[src/rtl/dma_xfer_pkg.sv]
package dma_xfer_pkg;

    localparam logic [2:0] FLD_SRC    = 3'd0;
    localparam logic [2:0] FLD_DST    = 3'd1;
    localparam logic [2:0] FLD_CNT    = 3'd2;
    localparam logic [2:0] FLD_PER    = 3'd3;
    localparam logic [2:0] FLD_CTRL   = 3'd4;
    localparam logic [2:0] FLD_IRQCLR = 3'd7;

    typedef enum logic [2:0] {
        ENG_IDLE,
        ENG_RD,
        ENG_RWAIT,
        ENG_WR,
        ENG_DONE
    } eng_state_e;

endpackage

[src/rtl/dma_xfer_slots.sv]
module dma_xfer_slots
    import dma_xfer_pkg::*;
#(
    parameter int N_ENT  = 8,
    parameter int ADDR_W = 16,
    parameter int DATA_W = 32,
    parameter int CNT_W  = 8,
    parameter int PER_W  = 12,
    parameter int OWN_W  = 2,
    localparam int IDX_W = $clog2(N_ENT)
) (
    input  logic              clk,
    input  logic              rst_n,
    input  logic              tick,
    input  logic              wr_en,
    input  logic [IDX_W-1:0]  wr_idx,
    input  logic [2:0]        wr_field,
    input  logic [DATA_W-1:0] wr_data,
    input  logic              lock_vld,
    input  logic [IDX_W-1:0]  lock_idx,
    input  logic              take,
    input  logic [IDX_W-1:0]  take_idx,
    input  logic              fin,
    input  logic [IDX_W-1:0]  fin_idx,
    output logic              wr_err,
    output logic [N_ENT-1:0]  ready,
    input  logic [IDX_W-1:0]  rd_idx,
    output logic [ADDR_W-1:0] rd_src,
    output logic [ADDR_W-1:0] rd_dst,
    output logic [CNT_W-1:0]  rd_cnt,
    output logic [OWN_W-1:0]  rd_own
);

    typedef struct packed {
        logic              vld;
        logic              pend;
        logic [OWN_W-1:0]  own;
        logic [ADDR_W-1:0] src;
        logic [ADDR_W-1:0] dst;
        logic [CNT_W-1:0]  cnt;
        logic [PER_W-1:0]  per;
        logic [PER_W-1:0]  tmr;
    } slot_t;

    slot_t [N_ENT-1:0] slot_d, slot_q;
    logic              wr_hit;

    assign wr_hit = wr_en && (wr_field != FLD_IRQCLR);
    assign wr_err = wr_hit && lock_vld && (wr_idx == lock_idx);

    always_comb begin
        slot_d = slot_q;
        for (int i = 0; i < N_ENT; i++) begin
            if (take && (take_idx == IDX_W'(i))) begin
                slot_d[i].pend = 1'b0;
            end
            if (tick && slot_q[i].vld && (slot_q[i].per != '0)) begin
                if (slot_q[i].tmr <= PER_W'(1)) begin
                    slot_d[i].pend = 1'b1;
                    slot_d[i].tmr  = slot_q[i].per;
                end else begin
                    slot_d[i].tmr  = slot_q[i].tmr - PER_W'(1);
                end
            end
            if (fin && (fin_idx == IDX_W'(i)) && (slot_q[i].per == '0)) begin
                slot_d[i].vld  = 1'b0;
            end
            if (wr_hit && !wr_err && (wr_idx == IDX_W'(i))) begin
                case (wr_field)
                    FLD_SRC: slot_d[i].src = wr_data[ADDR_W-1:0];
                    FLD_DST: slot_d[i].dst = wr_data[ADDR_W-1:0];
                    FLD_CNT: slot_d[i].cnt = wr_data[CNT_W-1:0];
                    FLD_PER: slot_d[i].per = wr_data[PER_W-1:0];
                    FLD_CTRL: begin
                        slot_d[i].vld  = wr_data[0];
                        slot_d[i].pend = wr_data[0];
                        slot_d[i].own  = wr_data[OWN_W:1];
                        slot_d[i].tmr  = slot_q[i].per;
                    end
                    default: ;
                endcase
            end
        end
    end

    always_ff @(posedge clk or negedge rst_n) begin
        if (!rst_n) begin
            slot_q <= '0;
        end else begin
            slot_q <= slot_d;
        end
    end

    for (genvar g = 0; g < N_ENT; g++) begin : g_ready
        assign ready[g] = slot_q[g].vld && slot_q[g].pend;
    end

    assign rd_src = slot_q[rd_idx].src;
    assign rd_dst = slot_q[rd_idx].dst;
    assign rd_cnt = slot_q[rd_idx].cnt;
    assign rd_own = slot_q[rd_idx].own;

endmodule

[src/rtl/dma_xfer_rr.sv]
module dma_xfer_rr #(
    parameter int N_ENT  = 8,
    localparam int IDX_W = $clog2(N_ENT)
) (
    input  logic             clk,
    input  logic             rst_n,
    input  logic [N_ENT-1:0] req,
    input  logic             take,
    output logic             any,
    output logic [IDX_W-1:0] pick
);

    logic [IDX_W-1:0] ptr_d, ptr_q;

    always_comb begin
        any  = 1'b0;
        pick = '0;
        for (int k = N_ENT - 1; k >= 0; k--) begin
            int j;
            j = int'(ptr_q) + k;
            if (j >= N_ENT) j = j - N_ENT;
            if (req[j]) begin
                any  = 1'b1;
                pick = IDX_W'(j);
            end
        end
        ptr_d = ptr_q;
        if (take) begin
            ptr_d = (int'(pick) == N_ENT - 1) ? '0 : pick + IDX_W'(1);
        end
    end

    always_ff @(posedge clk or negedge rst_n) begin
        if (!rst_n) begin
            ptr_q <= '0;
        end else begin
            ptr_q <= ptr_d;
        end
    end

endmodule

[src/rtl/dma_xfer_engine.sv]
module dma_xfer_engine
    import dma_xfer_pkg::*;
#(
    parameter int ADDR_W = 16,
    parameter int DATA_W = 32,
    parameter int CNT_W  = 8,
    parameter int OWN_W  = 2,
    parameter int IDX_W  = 3
) (
    input  logic              clk,
    input  logic              rst_n,
    input  logic              start,
    input  logic [IDX_W-1:0]  start_idx,
    input  logic [ADDR_W-1:0] start_src,
    input  logic [ADDR_W-1:0] start_dst,
    input  logic [CNT_W-1:0]  start_cnt,
    input  logic [OWN_W-1:0]  start_own,
    output logic              busy,
    output logic [IDX_W-1:0]  cur_idx,
    output logic              fin,
    output logic [OWN_W-1:0]  fin_own,
    output logic              mem_req,
    output logic              mem_we,
    output logic [ADDR_W-1:0] mem_addr,
    output logic [DATA_W-1:0] mem_wdata,
    input  logic              mem_gnt,
    input  logic              mem_rvalid,
    input  logic [DATA_W-1:0] mem_rdata
);

    typedef struct packed {
        eng_state_e        st;
        logic [IDX_W-1:0]  idx;
        logic [OWN_W-1:0]  own;
        logic [ADDR_W-1:0] src;
        logic [ADDR_W-1:0] dst;
        logic [CNT_W-1:0]  left;
        logic [DATA_W-1:0] word;
    } eng_t;

    eng_t e_d, e_q;

    always_comb begin
        e_d = e_q;
        case (e_q.st)
            ENG_IDLE: begin
                if (start) begin
                    e_d.idx  = start_idx;
                    e_d.own  = start_own;
                    e_d.src  = start_src;
                    e_d.dst  = start_dst;
                    e_d.left = start_cnt;
                    e_d.st   = (start_cnt == '0) ? ENG_DONE : ENG_RD;
                end
            end
            ENG_RD: begin
                if (mem_gnt) e_d.st = ENG_RWAIT;
            end
            ENG_RWAIT: begin
                if (mem_rvalid) begin
                    e_d.word = mem_rdata;
                    e_d.st   = ENG_WR;
                end
            end
            ENG_WR: begin
                if (mem_gnt) begin
                    e_d.src  = e_q.src + ADDR_W'(1);
                    e_d.dst  = e_q.dst + ADDR_W'(1);
                    e_d.left = e_q.left - CNT_W'(1);
                    e_d.st   = (e_q.left == CNT_W'(1)) ? ENG_DONE : ENG_RD;
                end
            end
            ENG_DONE: e_d.st = ENG_IDLE;
            default:  e_d.st = ENG_IDLE;
        endcase
    end

    always_ff @(posedge clk or negedge rst_n) begin
        if (!rst_n) begin
            e_q    <= '0;
            e_q.st <= ENG_IDLE;
        end else begin
            e_q <= e_d;
        end
    end

    assign busy      = (e_q.st != ENG_IDLE);
    assign cur_idx   = e_q.idx;
    assign fin       = (e_q.st == ENG_DONE);
    assign fin_own   = e_q.own;
    assign mem_req   = (e_q.st == ENG_RD) || (e_q.st == ENG_WR);
    assign mem_we    = (e_q.st == ENG_WR);
    assign mem_addr  = (e_q.st == ENG_WR) ? e_q.dst : e_q.src;
    assign mem_wdata = e_q.word;

endmodule

[src/rtl/dma_xfer_table.sv]
module dma_xfer_table
    import dma_xfer_pkg::*;
#(
    parameter int N_ENT  = 8,
    parameter int N_OWN  = 4,
    parameter int ADDR_W = 16,
    parameter int DATA_W = 32,
    parameter int CNT_W  = 8,
    parameter int PER_W  = 12,
    localparam int IDX_W = $clog2(N_ENT),
    localparam int OWN_W = $clog2(N_OWN)
) (
    input  logic              clk,
    input  logic              rst_n,
    input  logic              tick,
    input  logic              cfg_req,
    input  logic [IDX_W-1:0]  cfg_idx,
    input  logic [2:0]        cfg_field,
    input  logic [DATA_W-1:0] cfg_wdata,
    output logic              cfg_ack,
    output logic              cfg_err,
    output logic              mem_req,
    output logic              mem_we,
    output logic [ADDR_W-1:0] mem_addr,
    output logic [DATA_W-1:0] mem_wdata,
    input  logic              mem_gnt,
    input  logic              mem_rvalid,
    input  logic [DATA_W-1:0] mem_rdata,
    output logic [N_OWN-1:0]  irq
);

    typedef struct packed {
        logic             ack;
        logic             err;
        logic [N_OWN-1:0] irq;
    } top_t;

    top_t t_d, t_q;

    logic [N_ENT-1:0]  ready;
    logic              pick_any, start, eng_busy, fin, wr_err, lock_vld;
    logic [IDX_W-1:0]  pick_idx, cur_idx, lock_idx;
    logic [ADDR_W-1:0] sel_src, sel_dst;
    logic [CNT_W-1:0]  sel_cnt;
    logic [OWN_W-1:0]  sel_own, fin_own;

    assign start    = pick_any && !eng_busy;
    assign lock_vld = eng_busy || start;
    assign lock_idx = eng_busy ? cur_idx : pick_idx;

    dma_xfer_slots #(
        .N_ENT(N_ENT), .ADDR_W(ADDR_W), .DATA_W(DATA_W),
        .CNT_W(CNT_W), .PER_W(PER_W), .OWN_W(OWN_W)
    ) u_slots (
        .clk(clk), .rst_n(rst_n), .tick(tick),
        .wr_en(cfg_req), .wr_idx(cfg_idx), .wr_field(cfg_field), .wr_data(cfg_wdata),
        .lock_vld(lock_vld), .lock_idx(lock_idx),
        .take(start), .take_idx(pick_idx),
        .fin(fin), .fin_idx(cur_idx),
        .wr_err(wr_err), .ready(ready),
        .rd_idx(pick_idx), .rd_src(sel_src), .rd_dst(sel_dst),
        .rd_cnt(sel_cnt), .rd_own(sel_own)
    );

    dma_xfer_rr #(.N_ENT(N_ENT)) u_rr (
        .clk(clk), .rst_n(rst_n), .req(ready), .take(start),
        .any(pick_any), .pick(pick_idx)
    );

    dma_xfer_engine #(
        .ADDR_W(ADDR_W), .DATA_W(DATA_W), .CNT_W(CNT_W),
        .OWN_W(OWN_W), .IDX_W(IDX_W)
    ) u_eng (
        .clk(clk), .rst_n(rst_n),
        .start(start), .start_idx(pick_idx), .start_src(sel_src),
        .start_dst(sel_dst), .start_cnt(sel_cnt), .start_own(sel_own),
        .busy(eng_busy), .cur_idx(cur_idx), .fin(fin), .fin_own(fin_own),
        .mem_req(mem_req), .mem_we(mem_we), .mem_addr(mem_addr),
        .mem_wdata(mem_wdata), .mem_gnt(mem_gnt), .mem_rvalid(mem_rvalid),
        .mem_rdata(mem_rdata)
    );

    always_comb begin
        t_d     = t_q;
        t_d.ack = cfg_req;
        t_d.err = wr_err;
        if (cfg_req && (cfg_field == FLD_IRQCLR)) begin
            t_d.irq = t_q.irq & ~cfg_wdata[N_OWN-1:0];
        end
        if (fin) begin
            t_d.irq[fin_own] = 1'b1;
        end
    end

    always_ff @(posedge clk or negedge rst_n) begin
        if (!rst_n) begin
            t_q <= '0;
        end else begin
            t_q <= t_d;
        end
    end

    assign cfg_ack = t_q.ack;
    assign cfg_err = t_q.err;
    assign irq     = t_q.irq;

endmodule

[config.mk]
export PLATFORM = sky130hd
export DESIGN_NAME = dma_xfer_table
export DESIGN_NICKNAME = d
export VERILOG_FILES = /design/src/rtl/dma_xfer_pkg.sv /design/src/rtl/dma_xfer_slots.sv /design/src/rtl/dma_xfer_rr.sv /design/src/rtl/dma_xfer_engine.sv /design/src/rtl/dma_xfer_table.sv
export SDC_FILE = /design/constraint.sdc
export NUM_CORES = 1
export LEC_CHECK = 0
export BUFFER_PORTS_ARGS = -buffer_cell sky130_fd_sc_hd__clkbuf_2
export CORE_MARGIN = 5
export CORE_UTILIZATION = 30
export CTS_BUF_LIST = sky130_fd_sc_hd__clkbuf_8
export CTS_CLUSTER_DIAMETER = 100
export DETAILED_ROUTE_END_ITERATION = 8
export GPL_ROUTABILITY_DRIVEN = 0
export SLEW_MARGIN = 20
export SYNTH_ARGS = -nofsm -noshare
export SYNTH_HDL_FRONTEND = slang
export SYNTH_SLANG_ARGS = --single-unit
[constraint.sdc]
create_clock -name clk -period 5.59 [get_ports clk]
set_input_delay 0.8385 -clock clk [delete_from_list [all_inputs] [get_ports clk]]
set_output_delay 0.8385 -clock clk [all_outputs]
set_load 0.01 [all_outputs]
* Word level (Yosys, flattened, before mapping)
Cells that the tools add are included.
** Word-level totals
- Flip-flop bits (word level) :: 633
- Logic and storage cells :: 475
** Operators by class
- $add $sub $neg :: 27
- Magnitude comparators :: 27
- Equal/unequal tests :: 38
- Multiplexer cells :: 170
- Bitwise logic cells :: 3
- Reductions and logical operators :: 135
** Operators by type and width (count)
- 68-bit two-way mux :: 8
- 12-bit two-way mux :: 32
- 16-bit two-way mux :: 17
- 32-bit by 5-bit < comparator with 1-bit output (second input constant) :: 8
- 32-bit two-way mux :: 8
- 32-bit by 5-bit greater-or-equal comparator with 1-bit output (second input constant) :: 7
- 32-bit by 5-bit subtractor with 32-bit output (second input constant) :: 7
- 68-bit binary-select mux with 3-bit select :: 1
- 12-bit by 1-bit <= comparator with 1-bit output (second input constant) :: 8
- 12-bit zero test :: 8
- 12-bit nonzero test :: 8
- 12-bit by 1-bit subtractor with 12-bit output (second input constant) :: 8
- 2-bit AND reduction :: 42
- 40-bit one-hot mux with 2 select lines :: 1
- 66-bit two-way mux :: 1
- 8-bit two-way mux :: 8
- 1-bit logical AND :: 63
- 1-bit two-way mux :: 57
- 48-bit two-way mux :: 1
- 3-bit == test (second input constant) :: 15
- 3-bit two-way mux :: 15
- 4-bit two-way mux :: 10
- 40-bit two-way mux :: 1
- 16-bit by 1-bit adder with 16-bit output (second input constant) :: 2
- other kinds (31) :: 64

* Logic depth before layout (Yosys ltp)
Gate-level depths: netlist of run 1.
- Depth after elaboration :: 22
- Depth in mapped cells :: 20
- Gate-level depth less buffers :: 14

* Hierarchy
Synthesis of run 1 repeated with hierarchy kept, for this count alone.
** Unflattened totals
- Cell total of the unflattened synthesis :: 2550
- Area total of the unflattened synthesis :: 31791.7 µm²
** Modules (own cells, without submodules)
- dma_xfer_slots :: instances 1, cells an instance 1908, area an instance 25838.5 µm², sequential area each 13613.1 µm²
- dma_xfer_engine :: instances 1, cells an instance 509, area an instance 4623.2 µm², sequential area each 2001.9 µm²
- dma_xfer_rr :: instances 1, cells an instance 106, area an instance 1031.0 µm², sequential area each 75.1 µm²
- dma_xfer_table :: instances 1, cells an instance 27, area an instance 299.0 µm², sequential area each 150.1 µm²

* Least setup slack after synthesis of run 1
Ideal clock, no wire load.
- Path kind :: reg2reg
- Start point :: register u_rr.ptr_q[0]
- End point :: register u_slots.slot_q[542] in the netlist's numbering
- Library setup time :: 0.137 ns
- Arrival time :: 4.661 ns
- Data required time :: 5.453 ns
- Path slack :: 0.792 ns
- Stages on the path, launching flop included :: 19
- Buffers on the path :: 6
- Cells stage by stage :: dfrtp_1 > inv_2 > buf_2 > clkbuf_1 > ha_1 > buf_2 > inv_1 > mux4_2 > o211a_1 > o211a_1 > nor3_1 > buf_1 > clkbuf_1 > buf_1 > ha_1 > ha_1 > nand2_1 > a22oi_1 > o21ai_0
** RTL lines
- from (decl) :: RTL line dma_xfer_rr.sv:13 : logic [IDX_W-1:0] ptr_d, ptr_q;
- from (signal assigned) :: RTL line dma_xfer_rr.sv:37 : ptr_q <= ptr_d;
- to (signal assigned) :: RTL line dma_xfer_slots.sv:90 : slot_q <= slot_d;
- to (decl) :: RTL line dma_xfer_slots.sv:45 : slot_t [N_ENT-1:0] slot_d, slot_q;

* Worst setup path in the final report of run 1
- Start point :: register u_rr.ptr_q[0]
- End point :: register u_slots.slot_q[219] in the netlist's numbering
** On the way
- Word-level cells in the longest chain between the ends :: 22
- Elaborated cells between the ends (all ways) :: 81
- Classes of those cells :: add/sub (15); order compare (8); eq/ne (1); mux (49); reduce/logical (8)
** RTL lines
- parallel branches: the longest is 17 deep, another holds 32-bit by 5-bit subtractor with 32-bit output
- 1-bit logical AND (*) :: RTL line dma_xfer_slots.sv:49 : assign wr_err = wr_hit && lock_vld && (wr_idx == lock_idx);
- 1-bit zero test (*) :: RTL line dma_xfer_slots.sv:68 : if (wr_hit && !wr_err && (wr_idx == IDX_W'(i))) begin
- 1-bit logical AND (*) (2 in series) :: RTL line dma_xfer_slots.sv:68
- 2-bit AND reduction (no source line) (*)
Mark *: on every way between the ends. The select of a mux whose other input is x is not followed.
A chain may end at the register's enable or synchronous reset.

==> results of run 1 <==
## how the worst max path moves through the flow
stage | endpoint | slack [ns] | cells past startpoint
after floorplan | u_slots.slot_q[542] | 0.79 | 18
after global placement | u_slots.slot_q[225] | 0.56 | 14
after detailed placement | u_slots.slot_q[217] | 0.56 | 14
after CTS | u_slots.slot_q[221] | 0.48 | 14
after global routing | u_slots.slot_q[219] | 0.26 | 15
final | u_slots.slot_q[219] | 0.43 | 14
## final cells by class
class | count | share of cell area [%]
diodes | 9 | 0.0601
clock buffers | 130 | 4.77
clock inverters | 53 | 0.798
inverters | 55 | 0.557
multi-input cells | 2115 | 43.0
flip-flops and latches | 633 | 42.3
well taps | 1488 | 4.97
repair buffers | 192 | 3.54
## logic make-up (layout without fill, tap and decap cells)
family	after synthesis	count (layout)	share of synthesized area, %
AND/OR/NAND/NOR	804	804	11.5
AO/OA/AOI/OAI	617	617	12.4
multiplexers	637	637	22.6
buffers and inverters	278	430	3.98
other	0	9	0
XOR/XNOR	29	29	0.788
adder cells (fa/ha/maj)	28	28	1.06
flip-flops	633	633	47.7
## critical path, delay by kind of cell, from the launching register on
family	cells	cell delay [ns]
XOR/XNOR	1	0.35
AND/OR/NAND/NOR	3	0.91
AO/OA/AOI/OAI	4	1.17
flip-flops	1	0.54
multiplexers	3	1.21
buffers and inverters	2	0.46
adder cells (fa/ha/maj)	1	0.36
## per-layer routing
layer | global-route usage, % | vias up | part of all wire [%]
met2 | 22.7 | 694 | 44
met1 | 22.6 | 12507 | 48
met5 | 0 | - | 0.060
met3 | 3.11 | 132 | 6.0
met4 | 3.72 | 8 | 2.0
li1 | - | 11185 | -
## flip-flops by register name, indices dropped and copies added (netlist names), 2 cells and up
| signal | flops |
|---|---|
| u_eng.e_q | 43 |
| u_rr.ptr_q | 3 |
| u_eng.cur_idx | 3 |
| u_eng.mem_wdata | 32 |
| irq | 4 |
| u_eng.fin_own | 2 |
| u_slots.slot_q | 544 |
## report_power, final
group | switching (µW) | internal [µW] | total, µW
combinational | 7490 | 4900 | 12400
sequential | 1070 | 5810 | 6880
clock | 1930 | 2140 | 4070
total | 10500 | 12900 | 23300
## synth_stat cells, types with 9 or more instances
library cell,number,area (µm²)
sky130_fd_sc_hd__o22a_1,40,350
sky130_fd_sc_hd__inv_1,51,191
sky130_fd_sc_hd__xnor2_1,13,114
sky130_fd_sc_hd__dfrtp_1,633,15800
sky130_fd_sc_hd__clkbuf_1,113,424
sky130_fd_sc_hd__mux4_2,15,338
sky130_fd_sc_hd__a21oi_1,134,671
sky130_fd_sc_hd__nor2_1,208,781
sky130_fd_sc_hd__o31ai_1,15,113
sky130_fd_sc_hd__xor2_1,15,131
sky130_fd_sc_hd__mux2i_1,129,1290
sky130_fd_sc_hd__or3_1,24,150
sky130_fd_sc_hd__a31oi_1,51,319
sky130_fd_sc_hd__o22ai_1,40,250
sky130_fd_sc_hd__and3_1,23,144
sky130_fd_sc_hd__nor2_2,18,113
sky130_fd_sc_hd__mux2_4,80,1200
sky130_fd_sc_hd__and2_1,37,231
sky130_fd_sc_hd__a41oi_1,9,78.8
sky130_fd_sc_hd__o32a_1,11,110
sky130_fd_sc_hd__a21o_1,11,82.6
sky130_fd_sc_hd__nor3_1,63,315
sky130_fd_sc_hd__nand3_1,62,310
sky130_fd_sc_hd__o21ai_0,118,591
sky130_fd_sc_hd__buf_4,36,270
sky130_fd_sc_hd__mux2_2,330,3720
sky130_fd_sc_hd__buf_2,47,235
sky130_fd_sc_hd__nand4_1,9,56.3
sky130_fd_sc_hd__nor4_1,40,250
sky130_fd_sc_hd__buf_1,16,60.1
sky130_fd_sc_hd__buf_6,11,124
sky130_fd_sc_hd__mux2_1,82,923
sky130_fd_sc_hd__a211oi_1,50,375
sky130_fd_sc_hd__ha_1,28,350
sky130_fd_sc_hd__o2bb2ai_1,18,158
sky130_fd_sc_hd__a22oi_1,27,203
sky130_fd_sc_hd__nand2_1,260,976
## metrics by stage
step | hold slack [ns] | instance area, µm² | cells | power [µW]
final | 0.150 | 37500 | 4675 | 23300
after global routing | 0.196 | 37500 | 4666 | 24900
after CTS | 0.129 | 37500 | 4666 | 23400
after detailed placement | 0.466 | 35400 | 4483 | 19200
after global placement | 0.462 | 35400 | 4483 | 19100
after floorplan | 0.449 | 33200 | 3026 | 15500
==> metrics.md, run 1 <==
| Metric | Value |
|---|---|
| Clock tree from TritonCTS | `done` |
| Number of levels the H-tree was split into | `3` |
| Clock latency on the worst-skew pair | `0.75 ns` |
| Sort of element at the end of the critical path | `flip-flop` |
| TritonCTS Sinks | `633` |
| Worst-path clk slew | `0.06 ns` |
| Final core utilization | `between 30% and 40%` |
| Post-CTS setup repair buffer count | `0` |
| Global-route wire length before repair | `143000 µm` |
| HPWL after detailed placement | `57300 µm` |
| Most used DFF post-synth | `sky130_fd_sc_hd__dfrtp_1` |
| TritonRoute pass-1 iters | `5` |
| Core Region | `roughly 0.11 mm²` |
| PortBufs | `115` |
| Tightest Pin Transition | `1.12 ns` |
| Initial core utilization | `a little under a third` |
| Fill count | `11106` |
| Area of the die | `0.117 mm²` |
| Clock skew | `0.0496 ns` |
| Timing startpoint of the critical path | `u_rr.ptr_q[0]` |
| Headroom to the max-slew limit | `25.5%` |
| Worst Setup Slack post-DPL | `between 0.5 and 0.6 ns` |
| Die H | `343 µm` |
| Syn Nets | `between 3000 and 4000` |
| Synthesized cell area | `0.0332 mm²` |
| Yosys synthesis warning count | `0` |
| Final wirelength | `91300 µm` |
| Class of the tightest hold or removal check | `input pin to async pin` |
| Top cell by count, worst path | `sky130_fd_sc_hd__buf_4` |
| Setup-violating endpoint count in the final report | `0` |
| Clock period minus final worst setup slack | `5.16 ns` |
| Crit-path max cell delay | `0.59 ns` |
| Per-instance average area after synthesis | `around 11 µm²` |
| Unrepaired setup endpoints after global routing | `no` |
| Hold Violations, Final | `0` |
| Detail Route Antenna Nets | `0` |
| Vias in the first global route | `24196` |
| Top Ports | `132` |
| Area overhead of the layout relative to synthesis | `12.9%` |
| Number of standard cells after synthesis | `3026` |
| Wirelength per Cell | `~20 µm` |
| Total track usage | `15.2%` |
| Final period util | `92.3%` |
| Post-synthesis async set-or-reset flop share | `100%` |
| Result of the run | `finished clean` |
| Number of max-cap violations | `0` |
| Width of the die | `343 µm` |
| Initial detailed-routing violation count | `~2000` |
| Area of the multi-input gates | `~0.016 mm²` |
| Clock root buffer master | `sky130_fd_sc_hd__clkbuf_8` |
| Number of distinct library cell variants in the gate-level netlist after synthesis | `86` |
| Setup CP Type | `flip-flop to flip-flop` |
| Max-slew violations | `0` |
| Leakage | `0.0166 µW` |
| Timing-limited maximum frequency | `0.194 GHz` |
| Top fanout value on the critical path | `12` |
| Sequential-to-total area share from yosys stat | `between 40% and 50%` |
| Total gr overflow | `0` |
| Cts repair resizes | `0` |
| Register-to-Register Path Depth | `14` |
| Hold_buf cts | `0` |
| Crit path cell chain | `ha_1 > xnor2_1 > mux4_2 > mux2i_4 > o21ai_1 > o21ai_2 > a221oi_1 > o311ai_1 > nor3b_4 > buf_4 > nand4b_1 > nor2_1 > buf_4 > mux2_2` |
| Highest ir drop seen on vdd | `856 µV` |
| Worst Path Required | `6.18 ns` |
| Number of clock buffers inserted by TritonCTS | `about 100` |
| Slowest cell on the critical path | `sky130_fd_sc_hd__mux4_2` |
| Signal arrival time at the worst endpoint | `5.75 ns` |
| Fraction of layout cells with a size suffix above 1 | `between 20% and 30%` |
| Total power divided by cell area | `623 mW/mm²` |
| Worst path setup slack after routing | `0.429 ns` |
| Setup slack of the worst register-to-register path | `0.43 ns` |
| Total Neg Setup Slack | `0 ns` |
| Via count of the routed design | `24526` |
| Register area | `0.0158 mm²` |
| Number of enable flip-flop cells after synthesis | `0` |
| Post-DR vias/cell | `5.25` |
| Row Count | `122` |
| Count of state elements after synthesis | `633` |
| Startpoint of the most critical register-to-register path | `u_rr.ptr_q[0]` |
| DRC violations left | `0` |
| Number of antenna violations at the first check in global routing | `8` |
| Net count reported at finish | `3205` |
| Startpoint class of the critical path | `flip-flop` |
| Worst reg2reg path endpoint | `u_slots.slot_q[219]` |
| Most used cells in the layout excluding fill and tap cells | `sky130_fd_sc_hd__dfrtp_1 (633), sky130_fd_sc_hd__mux2_2 (330), sky130_fd_sc_hd__nand2_1 (259)` |
| Most common library cell in the layout ignoring fill and taps | `sky130_fd_sc_hd__dfrtp_1` |
| Largest net degree at the start of global routing | `122` |
| Bufs on Longest Clock Path | `3` |
Power figures use the tool's default switching activity.
==> inputs of run 2 (changes only) <==
- CTS_BUF_LIST: sky130_fd_sc_hd__clkbuf_8 -> unset
==> run 2 against run 1 <==
Effect of this change: count of clock-buffer cells in the layout fell by 32; register-to-register slack lost 0.04 ns; die area unchanged; flip-flop and latch count stayed put; non-clock buffer count did not move; fmax is 0.72% lower; combinational power about the same; final area rose by 0.77%; total power is 2.9% higher; cell count down 1.2%; critical path depth is the same; clock skew decreased by 0.0096 ns; critical path type unchanged; critical endpoint is now u_slots.slot_q[224]; largest power group unchanged; highest routed layer unchanged.
==> metrics.md, run 2 (same netlist as run 1, synthesis figures left out) <==
| Metric | Value |
|---|---|
| Clock skew | `0.0400 ns (-0.00958 ns)` |
| Top fanout value on the critical path | `12 (unchanged)` |
| Fraction of layout cells with a size suffix above 1 | `25.3% (-0.73 points)` |
| Largest net degree at the start of global routing | `122 (unchanged)` |
| Headroom to the max-slew limit | `24.0% (-1.4 points)` |
| Slowest cell on the critical path | `sky130_fd_sc_hd__mux4_2` |
| Buffers plus inverters on the worst setup path | `2 (unchanged)` |
| Wirelength per Cell | `19.7 µm (+0.90%)` |
| Result of the run | `finished clean` |
| Cts repair resizes | `0 (unchanged)` |
| Total gr overflow | `0 (unchanged)` |
| Number of levels the H-tree was split into | `3 (unchanged)` |
| Area overhead of the layout relative to synthesis | `13.8%` |
| Leakage | `0.0166 µW (-0.20%)` |
| Top Ports | `132 (unchanged)` |
| DRC violations left | `0 (unchanged)` |
| Worst-path clk slew | `0.06 ns (about the same)` |
| Hold_buf cts | `0 (unchanged)` |
| Net count reported at finish | `3170 (-1.1%)` |
| DP Area | `0.0354 mm² (unchanged)` |
| Width of the die | `343 µm (unchanged)` |
| Number of antenna violations at the first check in global routing | `10 (+2)` |
| Row Count | `122 (unchanged)` |
| Total track usage | `15.1% (-0.082 points)` |
| Highest ir drop seen on vdd | `866 µV (+1.1%)` |
| Total power divided by cell area | `636 mW/mm² (+2.1%)` |
| Clock latency on the worst-skew pair | `0.64 ns (-0.11 ns)` |
| Timing-limited maximum frequency | `0.192 GHz (-0.72%)` |
| Number of max-cap violations | `0 (unchanged)` |
| Max-slew violations | `0 (unchanged)` |
| Area of the die | `0.117 mm² (unchanged)` |
| Hold Violations, Final | `0 (unchanged)` |
| Total Neg Setup Slack | `0 ns (unchanged)` |
| Core Region | `0.110 mm² (unchanged)` |
| Setup CP Type | `flip-flop to flip-flop` |
| Startpoint class of the critical path | `flip-flop` |
| Setup-violating endpoint count in the final report | `0 (unchanged)` |
| Final period util | `93.0% (+0.67 points)` |
| Bufs on Longest Clock Path | `3 (unchanged)` |
| Clock root buffer master | `sky130_fd_sc_hd__clkbuf_16` |
| Unrepaired setup endpoints after global routing | `no` |
| Tightest Pin Transition | `1.14 ns (+0.0201 ns)` |
| TritonRoute pass-1 iters | `5 (unchanged)` |
| Most used cells in the layout excluding fill and tap cells | `sky130_fd_sc_hd__dfrtp_1 (633), sky130_fd_sc_hd__mux2_2 (330), sky130_fd_sc_hd__nand2_1 (259)` |
| Number of clock buffers inserted by TritonCTS | `69 (-34%)` |
| HPWL after detailed placement | `57300 µm (unchanged)` |
| Detail Route Antenna Nets | `0 (unchanged)` |
| Largest register FFs | `544 (unchanged)` |
| Crit-path max cell delay | `0.59 ns (about the same)` |
| Clock tree from TritonCTS | `done` |
| Class of the tightest hold or removal check | `input pin to async pin` |
| Clock period minus final worst setup slack | `5.20 ns (+0.0377 ns)` |
| Most common library cell in the layout ignoring fill and taps | `sky130_fd_sc_hd__dfrtp_1` |
| Crit path cell chain | `ha_1 > xnor2_1 > mux4_2 > mux2i_4 > o21ai_1 > o21ai_2 > a221oi_1 > o311ai_1 > nor3b_4 > buf_4 > nand4b_1 > nor2_1 > buf_4 > mux2_2` |
| Post-DR vias/cell | `5.27 (+0.39%)` |
| TritonCTS Sinks | `633 (unchanged)` |
| Kind of cell adding the most delay to the critical path | `multiplexers` |
| Top cell by count, worst path | `sky130_fd_sc_hd__buf_4` |
| Vias in the first global route | `23905 (-1.2%)` |
| Most flops, register | `u_slots.slot_q` |
| Worst Path Required | `6.10 ns (-0.08 ns)` |
| Final design area excluding fillers | `0.0378 mm² (+0.77%)` |
| PortBufs | `115 (unchanged)` |
| Signal arrival time at the worst endpoint | `5.71 ns (-0.04 ns)` |
| Final wirelength | `90900 µm (-0.35%)` |
| Via count of the routed design | `24317 (-0.85%)` |
| Initial core utilization | `30.1% (unchanged)` |
| Die H | `343 µm (unchanged)` |
| Post-CTS setup repair buffer count | `0 (unchanged)` |
| Global-route wire length before repair | `142000 µm (-0.59%)` |
| Sort of element at the end of the critical path | `flip-flop` |
| Initial detailed-routing violation count | `2179 (+10%)` |
run 2: cell types whose count changed in the layout (fill, tap and decap cells not counted):
cell                         delta
sky130_fd_sc_hd__clkbuf_8     -114
sky130_fd_sc_hd__diode_2        +1
sky130_fd_sc_hd__clkinvlp_4     -2
sky130_fd_sc_hd__clkbuf_16     +69
sky130_fd_sc_hd__inv_16         +2
sky130_fd_sc_hd__clkinv_8       -3
sky130_fd_sc_hd__inv_6          +1
sky130_fd_sc_hd__clkinv_2       +1
sky130_fd_sc_hd__clkbuf_1      +13
sky130_fd_sc_hd__clkinv_4       +1
sky130_fd_sc_hd__clkinv_16      +3
sky130_fd_sc_hd__bufinv_16      +4
sky130_fd_sc_hd__inv_1         -34
run 2: layer usage:
layer  GRT usage [%]  wire (µm)  up-vias
met5               0         74        -
met4            3.49       1820       10
met3            3.08       5750      131
met2            22.7      39700      678
met1            22.4      43600    12362
li1                -          -    11136
run 2: layout make-up:
| type | instances | area [µm²] |
|---|---|---|
| antenna | 10 | 25.0 |
| sequential | 633 | 15800 |
| tap | 1488 | 1860 |
| inverter | 55 | 209 |
| clock inverter | 26 | 380 |
| timing repair buffer | 192 | 1330 |
| multi-input combinational | 2115 | 16100 |
| clock buffer | 98 | 2000 |
| fill | 11045 | 72600 |
run 2: report_power, final:
part           switching (µW)  internal, µW  total [µW]
logic                    7480          4900       12400
registers                1070          5810        6880
clock network            2000          2760        4760
run 2: path summary, 6_finish.rpt:
path | startpoint | end | slack (ns) | cells past startpoint
max in group asynchronous | rst_n | cfg_ack | 4.03 | 2
min in group clk | mem_rdata[30] | u_eng.mem_wdata[30] | 0.43 | 2
setup / recovery | u_rr.ptr_q[0] | u_slots.slot_q[224] | 0.39 | 14
setup reg to reg | u_rr.ptr_q[0] | u_slots.slot_q[224] | 0.39 | 14
hold / removal | rst_n | u_eng.e_q[64] | 0.29 | 1
hold reg to reg | u_slots.slot_q[327] | u_slots.slot_q[327] | 0.48 | 1
run 2: stage by stage:
| stage | util (%) | hold WS, ns | std cells | setup WS (ns) | power (µW) |
|---|---|---|---|---|---|
| 5_1_grt | 34.2 | 0.349 | 4607 | 0.310 | 25500 |
| 2_1_floorplan | - | 0.449 | 3026 | 0.792 | 15500 |
| 3_5_place_dp | 32.0 | 0.466 | 4483 | 0.563 | 19200 |
| 3_3_place_gp | 32.0 | 0.462 | 4483 | 0.555 | 19100 |
| 6_report | 34.2 | 0.295 | 4617 | 0.391 | 24000 |
| 4_1_cts | 34.2 | 0.289 | 4607 | 0.480 | 24100 |
